### src/rtl/wst_pkg.sv
// Shared types for the watchdog/stabilization timer.
// Assumes: 8-bit control register layout fixed by the field order below.
package wst_pkg;

    // Sequencer states: clock running, clock halted awaiting wake, stabilization count
    typedef enum logic [1:0] {
        ST_RUN  = 2'd0,
        ST_HALT = 2'd1,
        ST_STAB = 2'd2
    } wst_state_e;

    // Control/status register fields, MSB first
    typedef struct packed {
        logic       run;
        logic       wdog;
        logic       flag;
        logic [1:0] spare;
        logic [2:0] sel;
    } wst_csr_t;

endpackage

### src/rtl/wst_prescaler.sv
// Free-running prescaler producing one count tick per selected period.
// Period for select n is 2**(BASE_LOG2+n) input clocks. Assumes BASE_LOG2 >= 1.
// Clearing restarts the period so the first tick arrives a full period later.
module wst_prescaler #(
    parameter int SEL_W     = 3,
    parameter int BASE_LOG2 = 5
) (
    input  logic             clk,
    input  logic             rst_n,
    input  logic             clr,
    input  logic [SEL_W-1:0] sel,
    output logic             tick
);
    localparam int NSEL  = 1 << SEL_W;
    localparam int PRE_W = BASE_LOG2 + NSEL - 1;

    logic [PRE_W-1:0] pre_q;
    logic [NSEL-1:0]  tick_vec;

    // Prescale count register, cleared by reset or start of a stabilization count
    always_ff @(posedge clk) begin
        if (!rst_n || clr) pre_q <= '0;
        else               pre_q <= pre_q + 1'b1;
    end

    // One terminal-count detector per select value
    for (genvar gi = 0; gi < NSEL; gi++) begin : g_tap
        assign tick_vec[gi] = &pre_q[BASE_LOG2+gi-1:0];
    end

    // Pick the detector named by the select field
    always_comb tick = tick_vec[sel];

    AST_PRE_CLEAR: assert property (@(posedge clk) disable iff (!rst_n)
        clr |=> !tick);

endmodule

### src/rtl/wst_counter.sv
// Up-counter with parallel load; reports a wrap when incrementing from all ones.
// Assumes load takes priority over increment in the same cycle.
module wst_counter #(
    parameter int W = 8
) (
    input  logic         clk,
    input  logic         rst_n,
    input  logic         load,
    input  logic [W-1:0] load_val,
    input  logic         inc,
    output logic [W-1:0] cnt,
    output logic         wrap
);
    // Counter state: load, step or hold
    always_ff @(posedge clk) begin
        if (!rst_n)   cnt <= '0;
        else if (load) cnt <= load_val;
        else if (inc)  cnt <= cnt + 1'b1;
    end

    // Wrap is an increment out of the all-ones value
    always_comb wrap = inc && !load && (&cnt);

    AST_STEP: assert property (@(posedge clk) disable iff (!rst_n)
        (inc && !load) |=> (cnt == $past(cnt) + 1'b1));
    AST_HOLD: assert property (@(posedge clk) disable iff (!rst_n)
        (!inc && !load) |=> $stable(cnt));

endmodule

### src/rtl/wst_ctrl.sv
// Keyed write decode and control/status register.
// Assumes the key sits in the upper byte of the write data; the flag is
// sticky, set by overflow events and cleared only by a keyed write of 0.
module wst_ctrl #(
    parameter int          KEY_W   = 8,
    parameter int          VAL_W   = 8,
    parameter logic [KEY_W-1:0] KEY_CNT = 8'h5A,
    parameter logic [KEY_W-1:0] KEY_CSR = 8'hA5
) (
    input  logic                   clk,
    input  logic                   rst_n,
    input  logic                   wr_en,
    input  logic                   wr_addr,
    input  logic [KEY_W+VAL_W-1:0] wr_data,
    input  logic                   set_flag,
    output wst_pkg::wst_csr_t      csr,
    output logic                   cnt_load,
    output logic [VAL_W-1:0]       cnt_load_val
);
    import wst_pkg::*;

    logic [KEY_W-1:0] key;
    logic [VAL_W-1:0] val;
    logic             csr_wr;
    wst_csr_t         wr_csr;

    // Split the write word into key and value
    always_comb begin
        key    = wr_data[KEY_W+VAL_W-1:VAL_W];
        val    = wr_data[VAL_W-1:0];
        wr_csr = wst_csr_t'(val);
    end

    // Key check per target register
    always_comb begin
        cnt_load     = wr_en && !wr_addr && (key == KEY_CNT);
        csr_wr       = wr_en &&  wr_addr && (key == KEY_CSR);
        cnt_load_val = val;
    end

    // Control register fields and sticky flag
    always_ff @(posedge clk) begin
        if (!rst_n) begin
            csr <= '0;
        end else begin
            if (csr_wr) begin
                csr.run   <= wr_csr.run;
                csr.wdog  <= wr_csr.wdog;
                csr.spare <= wr_csr.spare;
                csr.sel   <= wr_csr.sel;
            end
            if (set_flag)    csr.flag <= 1'b1;
            else if (csr_wr) csr.flag <= csr.flag & wr_csr.flag;
        end
    end

    AST_KEY_GUARD: assert property (@(posedge clk) disable iff (!rst_n)
        (!(wr_en && wr_addr && wr_data[KEY_W+VAL_W-1:VAL_W] == KEY_CSR) && !set_flag)
        |=> $stable(csr));
    AST_FLAG_CLEAR: assert property (@(posedge clk) disable iff (!rst_n)
        (csr_wr && !wr_csr.flag && !set_flag) |=> !csr.flag);
    AST_FLAG_QUIET: assert property (@(posedge clk) disable iff (!rst_n)
        !set_flag |=> !$rose(csr.flag));

endmodule

### src/rtl/wst_seq.sv
// Clock-gating sequencer: running, halted in standby, or counting out the
// stabilization wait. Assumes the frequency strobe wins over a standby
// request arriving in the same cycle.
module wst_seq (
    input  logic                clk,
    input  logic                rst_n,
    input  logic                standby_req,
    input  logic                wake_nmi,
    input  logic                wake_irq,
    input  logic                freq_wr,
    input  logic                wrap,
    input  logic                run,
    output wst_pkg::wst_state_e state,
    output logic                pre_clr,
    output logic                count_en,
    output logic                ev_fire
);
    import wst_pkg::*;

    logic       nmi_q;
    logic       nmi_rise;
    wst_state_e state_d;

    // Previous level of the non-maskable wake input for edge detection
    always_ff @(posedge clk) begin
        if (!rst_n) nmi_q <= 1'b0;
        else        nmi_q <= wake_nmi;
    end

    // Next-state and prescaler-clear decode
    always_comb begin
        nmi_rise = wake_nmi && !nmi_q;
        state_d  = state;
        pre_clr  = 1'b0;
        unique case (state)
            ST_RUN: begin
                if (freq_wr) begin
                    state_d = ST_STAB;
                    pre_clr = 1'b1;
                end else if (standby_req) begin
                    state_d = ST_HALT;
                end
            end
            ST_HALT: begin
                if (nmi_rise || wake_irq) begin
                    state_d = ST_STAB;
                    pre_clr = 1'b1;
                end
            end
            ST_STAB: begin
                if (wrap) state_d = ST_RUN;
            end
            default: state_d = ST_RUN;
        endcase
    end

    // Sequencer state register
    always_ff @(posedge clk) begin
        if (!rst_n) state <= ST_RUN;
        else        state <= state_d;
    end

    // Counting is always on while stabilizing, and follows run otherwise
    always_comb begin
        count_en = (state == ST_STAB) || (state == ST_RUN && run);
        ev_fire  = wrap && run;
    end

    AST_HALT_WAIT: assert property (@(posedge clk) disable iff (!rst_n)
        (state == ST_HALT && !wake_irq && !(wake_nmi && !nmi_q)) |=> (state == ST_HALT));

endmodule

### src/rtl/wdg_stab_timer.sv
// Top: watchdog / interval timer whose overflow also ends the oscillator
// stabilization wait after standby or a frequency change.
// Assumes all inputs are synchronous to clk and rst_n is held until the
// oscillator is stable.
module wdg_stab_timer #(
    parameter int          CNT_W     = 8,
    parameter int          SEL_W     = 3,
    parameter int          BASE_LOG2 = 5,
    parameter int          KEY_W     = 8,
    parameter logic [KEY_W-1:0] KEY_CNT = 8'h5A,
    parameter logic [KEY_W-1:0] KEY_CSR = 8'hA5
) (
    input  logic                   clk,
    input  logic                   rst_n,
    input  logic                   wr_en,
    input  logic                   wr_addr,
    input  logic [KEY_W+CNT_W-1:0] wr_data,
    input  logic                   standby_req,
    input  logic                   wake_nmi,
    input  logic                   wake_irq,
    input  logic                   freq_wr,
    output logic [CNT_W-1:0]       cnt_val,
    output logic [7:0]             csr_val,
    output logic                   clk_run,
    output logic                   wdt_rst,
    output logic                   itv_irq
);
    import wst_pkg::*;

    wst_csr_t         csr;
    wst_state_e       state;
    logic             cnt_load;
    logic [CNT_W-1:0] cnt_load_val;
    logic             tick;
    logic             pre_clr;
    logic             count_en;
    logic             wrap;
    logic             ev_fire;

    wst_ctrl #(
        .KEY_W  (KEY_W),
        .VAL_W  (CNT_W),
        .KEY_CNT(KEY_CNT),
        .KEY_CSR(KEY_CSR)
    ) u_ctrl (
        .clk         (clk),
        .rst_n       (rst_n),
        .wr_en       (wr_en),
        .wr_addr     (wr_addr),
        .wr_data     (wr_data),
        .set_flag    (ev_fire),
        .csr         (csr),
        .cnt_load    (cnt_load),
        .cnt_load_val(cnt_load_val)
    );

    wst_prescaler #(
        .SEL_W    (SEL_W),
        .BASE_LOG2(BASE_LOG2)
    ) u_pre (
        .clk  (clk),
        .rst_n(rst_n),
        .clr  (pre_clr),
        .sel  (csr.sel),
        .tick (tick)
    );

    wst_counter #(
        .W(CNT_W)
    ) u_cnt (
        .clk     (clk),
        .rst_n   (rst_n),
        .load    (cnt_load),
        .load_val(cnt_load_val),
        .inc     (tick && count_en),
        .cnt     (cnt_val),
        .wrap    (wrap)
    );

    wst_seq u_seq (
        .clk        (clk),
        .rst_n      (rst_n),
        .standby_req(standby_req),
        .wake_nmi   (wake_nmi),
        .wake_irq   (wake_irq),
        .freq_wr    (freq_wr),
        .wrap       (wrap),
        .run        (csr.run),
        .state      (state),
        .pre_clr    (pre_clr),
        .count_en   (count_en),
        .ev_fire    (ev_fire)
    );

    // Register view and clock enable
    always_comb begin
        csr_val = csr;
        clk_run = (state == ST_RUN);
    end

    // One-cycle overflow pulses, steered by the mode bit
    always_ff @(posedge clk) begin
        if (!rst_n) begin
            wdt_rst <= 1'b0;
            itv_irq <= 1'b0;
        end else begin
            wdt_rst <= ev_fire &&  csr.wdog;
            itv_irq <= ev_fire && !csr.wdog;
        end
    end

    AST_EVENT_ONEHOT: assert property (@(posedge clk) disable iff (!rst_n)
        $onehot0({wdt_rst, itv_irq}));
    AST_WDOG_FLAG: assert property (@(posedge clk) disable iff (!rst_n)
        wdt_rst |-> csr_val[5]);
    AST_STANDBY_STOP: assert property (@(posedge clk) disable iff (!rst_n)
        (clk_run && standby_req) |=> !clk_run);
    AST_FREQ_STOP: assert property (@(posedge clk) disable iff (!rst_n)
        (clk_run && freq_wr) |=> !clk_run);
    AST_RESUME_PARK: assert property (@(posedge clk) disable iff (!rst_n)
        ($rose(clk_run) && !$past(cnt_load)) |-> (cnt_val == '0));
    AST_RESUME_EVENT: assert property (@(posedge clk) disable iff (!rst_n)
        ($rose(clk_run) && $past(csr.run)) |-> (wdt_rst || itv_irq));

endmodule

### config.mk
export PLATFORM = sky130hd
export DESIGN_NAME = wdg_stab_timer
export DESIGN_NICKNAME = d
export VERILOG_FILES = /design/src/rtl/wst_pkg.sv /design/src/rtl/wst_prescaler.sv /design/src/rtl/wst_counter.sv /design/src/rtl/wst_ctrl.sv /design/src/rtl/wst_seq.sv /design/src/rtl/wdg_stab_timer.sv
export SDC_FILE = /design/constraint.sdc
export NUM_CORES = 1
export LEC_CHECK = 0
export ABC_AREA = 0
export BUFFER_PORTS_ARGS = -buffer_cell sky130_fd_sc_hd__buf_2
export CAP_MARGIN = 10
export CORE_UTILIZATION = 52
export CTS_CLUSTER_SIZE = 8
export DETAILED_ROUTE_END_ITERATION = 8
export GPL_ROUTABILITY_DRIVEN = 0
export PLACE_DENSITY_LB_ADDON = 0.1
export SYNTH_ARGS = -nofsm -noshare
export SYNTH_HDL_FRONTEND = slang
export SYNTH_SLANG_ARGS = --single-unit
### constraint.sdc
create_clock -name clk -period 3.43 [get_ports clk]
set_input_delay 0.5145 -clock clk [delete_from_list [all_inputs] [get_ports clk]]
set_output_delay 0.5145 -clock clk [all_outputs]
set_load 0.03 [all_outputs]
## Yosys cells after proc, flatten, opt, wreduce, memory -nomap -nowiden

Cells that the tools add are included.

| storage, ports and cells | value |
|---|---|
| output and inout port bits | 19 |
| flip-flop bits (word level) | 33 |
| logic and storage cells | 69 |

| operators by class | value |
|---|---|
| reduce and logical (&&, ||, !) cells | 33 |
| equal/unequal tests | 7 |
| bitwise operators | 1 |
| muxes and demuxes | 14 |
| magnitude comparators | 1 |
| add/sub/neg operators | 2 |

Operators with widths:

| operator | number |
|---|---|
| two-way mux 8 bit | 2 |
| AND reduction 8 bit | 2 |
| adder 12 x 1 -> 12 bit (second input constant) | 1 |
| logical AND 1 bit | 12 |
| AND reduction 12 bit | 1 |
| AND reduction 11 bit | 1 |
| AND reduction 10 bit | 1 |
| AND reduction 9 bit | 1 |
| adder 8 x 1 -> 8 bit (second input constant) | 1 |
| == test 8 x 7 -> 1 bit (second input constant) | 1 |
| == test 8 bit (second input constant) | 1 |
| two-way mux 2 bit | 4 |
| AND reduction 7 bit | 1 |
| one-hot mux 2 bit (3 select lines) | 1 |
| AND reduction 6 bit | 1 |
| logical NOT 1 bit | 5 |
| two-way mux 1 bit | 5 |
| AND reduction 5 bit | 1 |
| less-than comparator 3 x 4 -> 1 bit (second input constant) | 1 |
| inequality test 2 x 1 -> 1 bit (second input constant) | 2 |
| nonzero test 2 bit | 2 |
| binary-select mux 1 bit (select 3 bit) | 1 |
| logical OR 1 bit | 3 |
| inequality test 3 bit (second input constant) | 1 |
| other kinds (6) | 6 |

## Logic depth before layout (Yosys ltp)

Gate-level depths: netlist (run 1).

| logic depth | value |
|---|---|
| depth in word-level cells | 8 |
| mapped depth | 10 |

## By module

Synthesis (run 1) repeated with hierarchy kept, for this count alone.

| second synthesis, totals | value |
|---|---|
| cells, all modules | 190 |
| area, all modules | 1709.1 sq um |

Modules (own cells, without submodules):

| module | sequential area each (sq um) | times used | area an instance (sq um) | cells an instance |
|---|---|---|---|---|
| wst_prescaler | 240.2 | 1 | 589.3 | 66 |
| wst_counter | 160.2 | 1 | 464.2 | 55 |
| wst_ctrl | 160.2 | 1 | 439.2 | 48 |
| wst_seq | 60.1 | 1 | 150.1 | 15 |
| wdg_stab_timer | 40.0 | 1 | 66.3 | 6 |

## Least setup slack after synthesis (run 1)

OpenSTA, ideal clock, no wires.

| timing | value |
|---|---|
| kind | reg-to-reg |
| start | register u_pre.pre_q[0] |
| end | register u_cnt.cnt[2] |
| slack | 1.032 ns |
| cell stages (with the launch flop) | 11 |
| data required time | 3.356 ns |
| path buffers | 1 |
| arrival time | 2.324 ns |
| clock period less this slack | 2.398 ns |
| path through | dfxtp_1 ha_1 and4_4 and2_1 ha_1 or3b_1 a21oi_2 a31oi_2 buf_6 or4_1 a31oi_1 |

| between the ends | value |
|---|---|
| cells in the longest elaborated chain, start to end | 5 |
| elaborated cells on any way between the ends | 12 |

Ends and longest elaborated chain:

| item | RTL line | source |
|---|---|---|
| from (decl) | wst_prescaler.sv:17 | `logic [PRE_W-1:0] pre_q;` |
| from (signal assigned) | wst_prescaler.sv:23 | `else pre_q <= pre_q + 1'b1;` |
| AND reduction 12 bit (tied with other cells) | wst_prescaler.sv:28 | `assign tick_vec[gi] = &pre_q[BASE_LOG2+gi-1:0];` |
| binary-select mux 1 bit (select 3 bit) (*) | wst_prescaler.sv:32 | `always_comb tick = tick_vec[sel];` |
| two-way mux 1 bit (not written as such) (*) | wst_prescaler.sv:32 |  |
| logical AND 1 bit (*) | wdg_stab_timer.sv:75 | `.inc (tick && count_en),` |
| nonzero test 2 bit (no line) (*) | -- |  |
| to (signal assigned) | wst_counter.sv:17 | `else if (load) cnt <= load_val;` |
| to (signal assigned) | wst_counter.sv:18 | `else if (inc) cnt <= cnt + 1'b1;` |
| to (decl) | wst_counter.sv:11 | `output logic [W-1:0] cnt,` |

Mark *: on every way between the ends. The rest lies on a longest branch, timed or not. The select of a mux whose other input is x is not followed.
A chain may end at the register's enable or synchronous reset.

## Worst setup path after layout (run 1)

| timing | value |
|---|---|
| start | register u_pre.pre_q[0] |
| end | register u_cnt.cnt[4] |

The elaborated chain is that of the path after synthesis.

==> results of run 1 <==
critical path, cell delays in order (launching register included):
cell and delay (ps):
dfxtp_1 370, ha_1 220, and4_4 260, and2_1 130, ha_1 120, or3b_1 350
a21oi_2 190, a31oi_2 120, or4_1 560, a31oi_1 160
cell usage after synthesis (all sizes together) (2+ instances only):
cell type / count / area, µm²
ha: 4 / 50.1
clkbuf: 6 / 22.5
nor4bb: 4 / 40.0
nand2: 7 / 26.3
a31o: 2 / 17.5
nand4b: 2 / 17.5
nand3: 10 / 50.1
o21a: 2 / 15.0
nor3: 8 / 40.0
xor2: 5 / 43.8
or4: 3 / 22.5
nand4: 2 / 12.5
o21ai: 12 / 60.1
xnor2: 3 / 26.3
nor2: 25 / 93.8
buf: 2 / 18.8
and4: 2 / 22.5
and2: 3 / 18.8
a21oi: 4 / 23.8
nor2b: 3 / 21.3
a31oi: 8 / 56.3
and3: 4 / 25.0
nand2b: 2 / 12.5
dfxtp: 33 / 661
mux2i: 7 / 70.1
inv: 9 / 33.8
o31ai: 3 / 22.5
layer usage:
metal  vias to the layer above  track usage, %  part of all wire (%)
met2                        37            43.3                    52
met1                       721            27.1                    42
met4                         0            11.9                   1.4
met3                         7            4.91                   4.6
li1                        762               -                     -
met5                         -               0                     0
sequential cells by signal, summed over array words and instances, names as in the netlist:
name         flops
wdt_rst          1
u_cnt.cnt        8
u_ctrl.csr       8
u_pre.pre_q     12
u_seq.state      2
u_seq.nmi_q      1
itv_irq          1
cells by family after synthesis:
kind of cell,Yosys count
AO/OA/AOI/OAI,35
flip-flops,33
XOR/XNOR,8
multiplexers,7
AND/OR/NAND/NOR,83
adder cells (fa/ha/maj),4
buffers and inverters,17
area by class of cell:
cell class | instances | area [µm²]
fill | 258 | 938
multi-input combinational | 137 | 893
sequential | 33 | 661
timing repair buffer | 43 | 218
clock buffer | 7 | 65.1
tap | 31 | 38.8
inverter | 9 | 33.8
clock inverter | 1 | 5.00
stage by stage:
| stage | instances | power [mW] | setup slack [ps] |
|---|---|---|---|
| after detailed placement | 253 | 0.457 | 888 |
| final | 261 | 0.701 | 873 |
| after global routing | 261 | 0.726 | 697 |
| after global placement | 253 | 0.454 | 998 |
| after CTS | 261 | 0.705 | 863 |
| after floorplan | 187 | 0.435 | 1030 |
power groups by stage:
| stage | clock [mW] | combinational, mW | sequential, mW |
|---|---|---|---|
| CTS | 0.257 | 0.0564 | 0.392 |
| global placement | 0 | 0.0542 | 0.400 |
| detailed placement | 0 | 0.0561 | 0.401 |
| finish | 0.253 | 0.0562 | 0.392 |
| global route | 0.271 | 0.0632 | 0.393 |
| floorplan | 0 | 0.0351 | 0.400 |
final timing paths:
| check | from | end | depth (start not counted) |
|---|---|---|---|
| worst max-delay path | u_pre.pre_q[0]$_SDFF_PP0_ | u_cnt.cnt[4]$_SDFFE_PN0P_ | 9 |
| worst min register to register | u_pre.pre_q[0]$_SDFF_PP0_ | u_pre.pre_q[0]$_SDFF_PP0_ | 1 |
| worst max register to register | u_pre.pre_q[0]$_SDFF_PP0_ | u_cnt.cnt[4]$_SDFFE_PN0P_ | 9 |
| worst min-delay path | wake_nmi | u_seq.nmi_q$_SDFF_PN0_ | 2 |
placed cells by master, fill, tap and decap left out, types with 3 or more instances in the layout:
cell and n:
xnor2_1 3, dfxtp_1 33, nand3_1 10, nand2_1 7, o31ai_1 3, buf_2 42
xor2_1 5, nor3_1 8, and2_1 3, ha_1 4, clkbuf_4 5, inv_1 9
nor4bb_1 3, nor2_1 25, mux2i_1 7, and3_1 4, o21ai_0 10, or4_1 3
a21oi_1 3, a31oi_1 7
==> results.yml, run 1 <==
finish:
  drive_gt1_share_pct: 26.1
  utilization_pct: 67.1
  areaGrowthSynthToFinish_pct: 18.0
  fin_nets: 257
  fin_area_mm2: 0.00191
  diodes: 0
yosys:
  synth_compound_area_share_pct: 14.2
  synth_cell_types: 44
  ys_seq_area_share_pct: 40.7
  synth_xor_area_share_pct: 4.32
  ys_seq_elements: 33
  yosys.area_share.adder_pct: 3.08
  ys_warn_count: 0
  synth_fp_nets: 215
  synth_edf_count: 0
  synth_top_family_by_area: "simple AND/OR/NAND/NOR gates"
  syn_inst: 187
  synth.cell_area_mm2: 0.00162
  yosys.area_share.simple_pct: 28.8
  yosys-mux-area-fraction_pct: 4.32
  async_reset_ff_share_pct: 0
  synth.avg_cell_area_um2: 8.68
  ys.flop_type: "dfxtp_1"
timing:
  clock_skew_ps: 15.9
  worst_slew_pin_slew_ps: 561
  setup_viol: 0
  fmax_mhz: 391
  timing.final.hold_violations: 0
  drv_slew: 0
  relSlewSlack_pct: 62.4
  rsz0062_at_grt: "no"
  tns_ps: 0
  period_share_pct: 74.5
  whs_ps: 381
  fin_crit_ps: 2560
floorplanning:
  core.rowCount: 19
  fp.dieW_um: 57.9
  initial_core_util_pct: 56.9
  core_mm2: 0.00285
  fp.dieH_um: 57.9
  dieArea_mm2: 0.00335
  num_io_pins: 43
clock_network:
  cts_tree: "built"
  cts_hold_buf: 0
  clk_path_buf_depth: 2
  clk_latency_ps: 350
  postCtsSetupRepairBufs: 0
  post_cts_resized: 0
  ctsHtreeMaxLevel: 2
  numCtsBuffers: 5
  cts.reportedPaths.clkPinSlew_ps: 110
  cts-root-buf: "clkbuf_4"
  cts_sinks: 33
grt:
  overflow: 0
  grt_max_degree: 16
  grt_pass1_vias: 1425
  grt_antenna_before_repair: 0
  grt_pass1_wl_mm: 6.13
  grt_use_total_pct: 24.2
critical_path:
  required_ps: 3720
  arrival_ps: 2840
  worstPathMaxFanout: 12
  cp-start-kind: "flip-flop"
  worst_setup_path_end_kind: "flip-flop"
  worstSetupPathType: "reg2reg"
  regToRegSetupSlack_ps: 870
power:
  intPower_mw: 0.530
  pwr-share-comb_pct: 8.0
  p_per_area_mw_per_mm2: 366
  swShare_pct: 24.4
  p_clk_share_pct: 36.1
  p_seq_share_pct: 55.9
  p_leak_nw: 0.772
  switchingPower_mw: 0.171
  peakVddDrop_mv: 0.281
placed_design:
  dpl_cell_area_mm2: 0.00184
  hpwl_mm: 2.74
  portBuffers: 42
hold_path:
  hp-class: "in2reg"
detailed_routing:
  ant_nets: 0
  drtPass1Iterations: 6
  first_iter_violations: 76
  drcViolationCount: 6
  vias: 1527
  avgRoutedWirePerCell_um: 14.2
  drt-vias-per-instance: 5.85
  routed_wl_mm: 3.71
outcome:
  violations: "DRC"
  status: "finished with violations"
run:
  drv_cap: 0
No activity file was read; power rests on OpenSTA's default activity.
==> run 2: changes to the inputs <==
==> constraint.sdc (replaced) <==
create_clock -name clk -period 2.5 [get_ports clk]
set_input_delay 0.375 -clock clk [delete_from_list [all_inputs] [get_ports clk]]
set_output_delay 0.375 -clock clk [all_outputs]
set_load 0.03 [all_outputs]
==> run 2 against run 1 <==
- the flow still finishes with violations (DRC)
- non-clock buffer count increased by 5
- sequential cell count unchanged
- wire length rose by 5.0%
- clock skew is 2.6 ps lower
- final cell count increased by 1.9%
- setup slack worse by 750 ps
- cell area rose by 3.9%
==> results.yml, run 2 (synthesized netlist as in run 1, its figures left out) <==
finish:
  largest_reg_flops: 12
  regMostFlops: "u_pre.pre_q"
  areaGrowthSynthToFinish_pct: 22.6
  drive_gt1_share_pct: 30.2
  layout_common_cells: "42 x buf_2, 31 x dfxtp_1, 25 x nor2_1"
  diodes: 0
  top_regs: "u_pre.pre_q (12), u_cnt.cnt (8), u_ctrl.csr (8)"
  fin_nets: 262
  fillers: 244
  final_common_cell: "buf_2"
  fin_area_mm2: 0.00199
timing:
  rsz0062_at_grt: "no"
  timing.final.ws_setup_ps: 128
  clock_skew_ps: 13.3
  timing.final.hold_violations: 0
  setup_viol: 0
  fin_crit_ps: 2370
  worst_slew_pin_slew_ps: 473
  drv_slew: 0
  fmax_mhz: 422
  period_share_pct: 94.9
  relSlewSlack_pct: 68.2
grt:
  overflow: 0
  grt_pass1_wl_mm: 6.26
  grt_max_degree: 16
  grt_use_total_pct: 24.8
  grt_pass1_vias: 1463
  grt_antenna_before_repair: 0
floorplanning:
  dieArea_mm2: 0.00335
  fp.dieW_um: 57.9
  core.rowCount: 19
  num_io_pins: 43
  core_mm2: 0.00285
  initial_core_util_pct: 56.9
  fp.dieH_um: 57.9
detailed_routing:
  vias: 1564
  first_iter_violations: 90
  ant_nets: 0
  avgRoutedWirePerCell_um: 14.6
  drcViolationCount: 6
  drtPass1Iterations: 6
  drt-vias-per-instance: 5.88
  routed_wl_mm: 3.89
outcome:
  violations: "DRC"
  status: "finished with violations"
critical_path:
  worstSetupPathType: "reg2reg"
  cp-start-kind: "flip-flop"
  worst_setup_path_end_kind: "flip-flop"
  r2r-end: "u_cnt.cnt[6]$_SDFFE_PN0P_"
  worstReg2RegStart: "u_pre.pre_q[0]$_SDFF_PP0_"
  r2r_cells: 10
  worstPathMaxFanout: 8
  regToRegSetupSlack_ps: 130
  arrival_ps: 2650
  required_ps: 2780
run:
  drv_cap: 0
placed_design:
  hpwl_mm: 2.80
  portBuffers: 42
  dp_slack_ps: -23.9
  dpl_cell_area_mm2: 0.00186
clock_network:
  clk_path_buf_depth: 2
  numCtsBuffers: 5
  ctsHtreeMaxLevel: 2
  cts.reportedPaths.clkPinSlew_ps: 110
  cts-root-buf: "clkbuf_4"
  cts_hold_buf: 0
  clk_latency_ps: 340
  cts_sinks: 33
  cts_tree: "built"
hold_path:
  hold_depth: 2
  hp-class: "in2reg"
  min_from: "wake_nmi"
  hold_path_end: "u_seq.nmi_q$_SDFF_PN0_"
power:
  p_leak_nw: 0.796
  p_per_area_mw_per_mm2: 464
  peakVddDrop_mv: 0.363
==> run 2: worst max-delay path by stage <==
stage | from | end | slack, ps
6_report | u_pre.pre_q[0]$_SDFF_PP0_ | u_cnt.cnt[6]$_SDFFE_PN0P_ | 130
5_1_grt | u_pre.pre_q[0]$_SDFF_PP0_ | u_cnt.cnt[2]$_SDFFE_PN0P_ | 30
4_1_cts | u_pre.pre_q[0]$_SDFF_PP0_ | u_cnt.cnt[4]$_SDFFE_PN0P_ | 10
3_5_place_dp | u_pre.pre_q[0]$_SDFF_PP0_ | u_cnt.cnt[4]$_SDFFE_PN0P_ | -20
3_3_place_gp | u_pre.pre_q[0]$_SDFF_PP0_ | u_cnt.cnt[3]$_SDFFE_PN0P_ | 100
2_1_floorplan | u_pre.pre_q[0]$_SDFF_PP0_ | u_cnt.cnt[2]$_SDFFE_PN0P_ | 100
==> run 2: metrics by stage <==
step                TNS [ps]  hold slack [ps]  power, mW  std cells  util (%)
floorplan                  0              418      0.597        187         -
global placement           0              431      0.624        255      65.2
detailed placement     -23.9              458      0.628        255      65.2
CTS                        0              254      0.912        263      67.4
global route               0              266      0.961        266      69.7
finish                     0              254      0.923        266      69.7
==> run 2: worst max-delay path: stages, from the launching register on <==
cell and delay [ps]:
dfxtp_2 370, ha_4 140, and4_4 220, and2_1 120, ha_1 120, or3b_4 380
a21oi_4 190, a31oi_4 70, buf_4 180, o311a_1 350, nor3_1 170
==> run 2: layout make-up <==
type                    instances  area (µm²)  area share [%]
flip-flops and latches         33         663            33.3
clock inverters                 2        10.0           0.503
multi-input cells             137         947            47.6
repair buffers                 48         255            12.8
clock buffers                   6        41.3            2.08
inverters                       9        33.8            1.70
well taps                      31        38.8            1.95
==> run 2: report_power, final <==
part,switching (mW),internal (mW),total (mW)
logic,0.0498,0.0409,0.0907
clock network,0.186,0.107,0.293
registers,0.00635,0.533,0.539
total,0.242,0.681,0.923
==> run 2: per-layer routing <==
| metal | wire length, µm | vias to the layer above | global-route usage, % |
|---|---|---|---|
| met3 | 277 | 4 | 6.70 |
| met4 | 43 | 0 | 8.16 |
| met5 | 0 | - | 0 |
| met2 | 2030 | 71 | 46.6 |
| met1 | 1540 | 724 | 26.4 |
| li1 | - | 765 | - |
==> run 2: repair_timing <==
item                                    CTS  global route
pin swaps                                 1             7
setup buffers                             0             3
endpoints found under the setup margin    2             3
gates resized for setup                   3             7
==> run 3: changes to the inputs <==
--- a/config.mk
+++ b/config.mk
@@ -13,6 +13,7 @@
 export DETAILED_ROUTE_END_ITERATION = 8
 export GPL_ROUTABILITY_DRIVEN = 0
 export PLACE_DENSITY_LB_ADDON = 0.1
+export RECOVER_POWER = 25
 export SYNTH_ARGS = -nofsm -noshare
 export SYNTH_HDL_FRONTEND = slang
 export SYNTH_SLANG_ARGS = --single-unit
==> run 3 against run 2 <==
- the flow still finishes with violations (DRC)
- wire length shrank 0.72%
- setup slack lost 7.3 ps
- maximum frequency shrank 0.31%
- clock-buffer cell count is the same
- largest power group unchanged
==> results.yml, run 3 (synthesized netlist as in run 1, its figures left out) <==
power:
  p_leak_nw: 0.753
  peakVddDrop_mv: 0.365
  total_power_mw: 0.919
  p_per_area_mw_per_mm2: 467
detailed_routing:
  drcViolationCount: 6
  routed_wl_mm: 3.86
  first_iter_violations: 104
  drtPass1Iterations: 7
  ant_nets: 0
  vias: 1558
  drt-vias-per-instance: 5.86
  avgRoutedWirePerCell_um: 14.5
finish:
  fin_nets: 262
  fin_area_mm2: 0.00197
  multi_input_area_um2: 941
  regMostFlops: "u_pre.pre_q"
  ff_latch_area_um2: 663
  areaGrowthSynthToFinish_pct: 21.3
  final_common_cell: "buf_2"
  drive_gt1_share_pct: 25.5
  layout_common_cells: "33 x buf_2, 31 x dfxtp_1, 25 x nor2_1"
  largest_reg_flops: 12
  diodes: 0
  top_regs: "u_pre.pre_q (12), u_cnt.cnt (8), u_ctrl.csr (8)"
  fillers: 252
floorplanning:
  fp.dieH_um: 57.9
  num_io_pins: 43
  core.rowCount: 19
  core_mm2: 0.00285
  dieArea_mm2: 0.00335
  fp.dieW_um: 57.9
  initial_core_util_pct: 56.9
clock_network:
  cts-root-buf: "clkbuf_4"
  clk_path_buf_depth: 2
  cts_hold_buf: 0
  ctsHtreeMaxLevel: 2
  cts_tree: "built"
  numCtsBuffers: 5
  clk_latency_ps: 330
  cts_sinks: 33
  cts.reportedPaths.clkPinSlew_ps: 110
critical_path:
  cp-start-kind: "flip-flop"
  arrival_ps: 2640
  worst_setup_path_end_kind: "flip-flop"
  worstSetupPathType: "reg2reg"
  regToRegSetupSlack_ps: 120
  required_ps: 2760
  worstPathMaxFanout: 8
  r2r_cells: 9
timing:
  period_share_pct: 95.2
  timing.final.hold_violations: 0
  setup_viol: 0
  timing.final.ws_setup_ps: 121
  drv_slew: 0
  relSlewSlack_pct: 60.1
  clock_skew_ps: 11.4
  worst_slew_pin_slew_ps: 598
  rsz0062_at_grt: "no"
  whs_ps: 267
  fin_crit_ps: 2380
  fmax_mhz: 420
outcome:
  status: "finished with violations"
  violations: "DRC"
grt:
  grt_antenna_before_repair: 0
  grt_pass1_vias: 1463
  overflow: 0
  grt_max_degree: 16
  grt_pass1_wl_mm: 6.26
  grt_use_total_pct: 24.8
placed_design:
  dpl_cell_area_mm2: 0.00186
  dp_slack_ps: -23.9
  hpwl_mm: 2.80
  portBuffers: 42
run:
  drv_cap: 0
hold_path:
  hold_depth: 2
  hp-class: "in2reg"
## run 3: layout make-up
cell class	instances	area share, %
flip-flops and latches	33	33.7
multi-input cells	137	47.8
inverters	9	1.72
repair buffers	48	12.2
clock inverters	2	0.509
well taps	31	1.97
clock buffers	6	2.10
## run 3: path summary, 6_finish.rpt
check | from | to
min | wake_nmi | u_seq.nmi_q$_SDFF_PN0_
max reg2reg | u_pre.pre_q[0]$_SDFF_PP0_ | u_cnt.cnt[2]$_SDFFE_PN0P_
max | u_pre.pre_q[0]$_SDFF_PP0_ | u_cnt.cnt[2]$_SDFFE_PN0P_
min reg2reg | u_ctrl.csr[6]$_SDFFE_PN0P_ | wdt_rst$_SDFF_PN0_
## run 3: worst max-delay path: stages, from the launching register on
cell and delay (ps):
dfxtp_2 370, ha_4 140, and4_4 220, and2_1 120
ha_1 120, or3b_4 380, a21oi_4 190, a31oi_4 70
or4_1 520, a31oi_1 170
## run 3: timing repair
item | 4_1_cts | 5_1_grt
setup endpoints to repair | 2 | 3
gates resized for setup | 3 | 7
setup buffers | 0 | 3
pin swaps | 1 | 7
## run 3: per-stage QoR
step	TNS (ps)	utilization, %	std cells
finish	0	69.0	266
global route	0	69.0	266
CTS	0	67.4	263
detailed placement	-23.9	65.2	255
global placement	0	65.2	255
floorplan	0	-	187
## run 3: layer usage
metal	wire length, µm	track usage, %	up-vias
li1	-	-	764
met1	1550	26.4	725
met2	2030	46.6	63
met3	251	6.70	6
met4	34	8.16	0
met5	0	0	-
## run 3: report_power, final
group	switching [mW]	internal [mW]	total, mW	leakage (nW)
registers	0.00635	0.533	0.539	0.267
logic	0.0494	0.0404	0.0898	0.454
clock network	0.183	0.107	0.290	0.0320
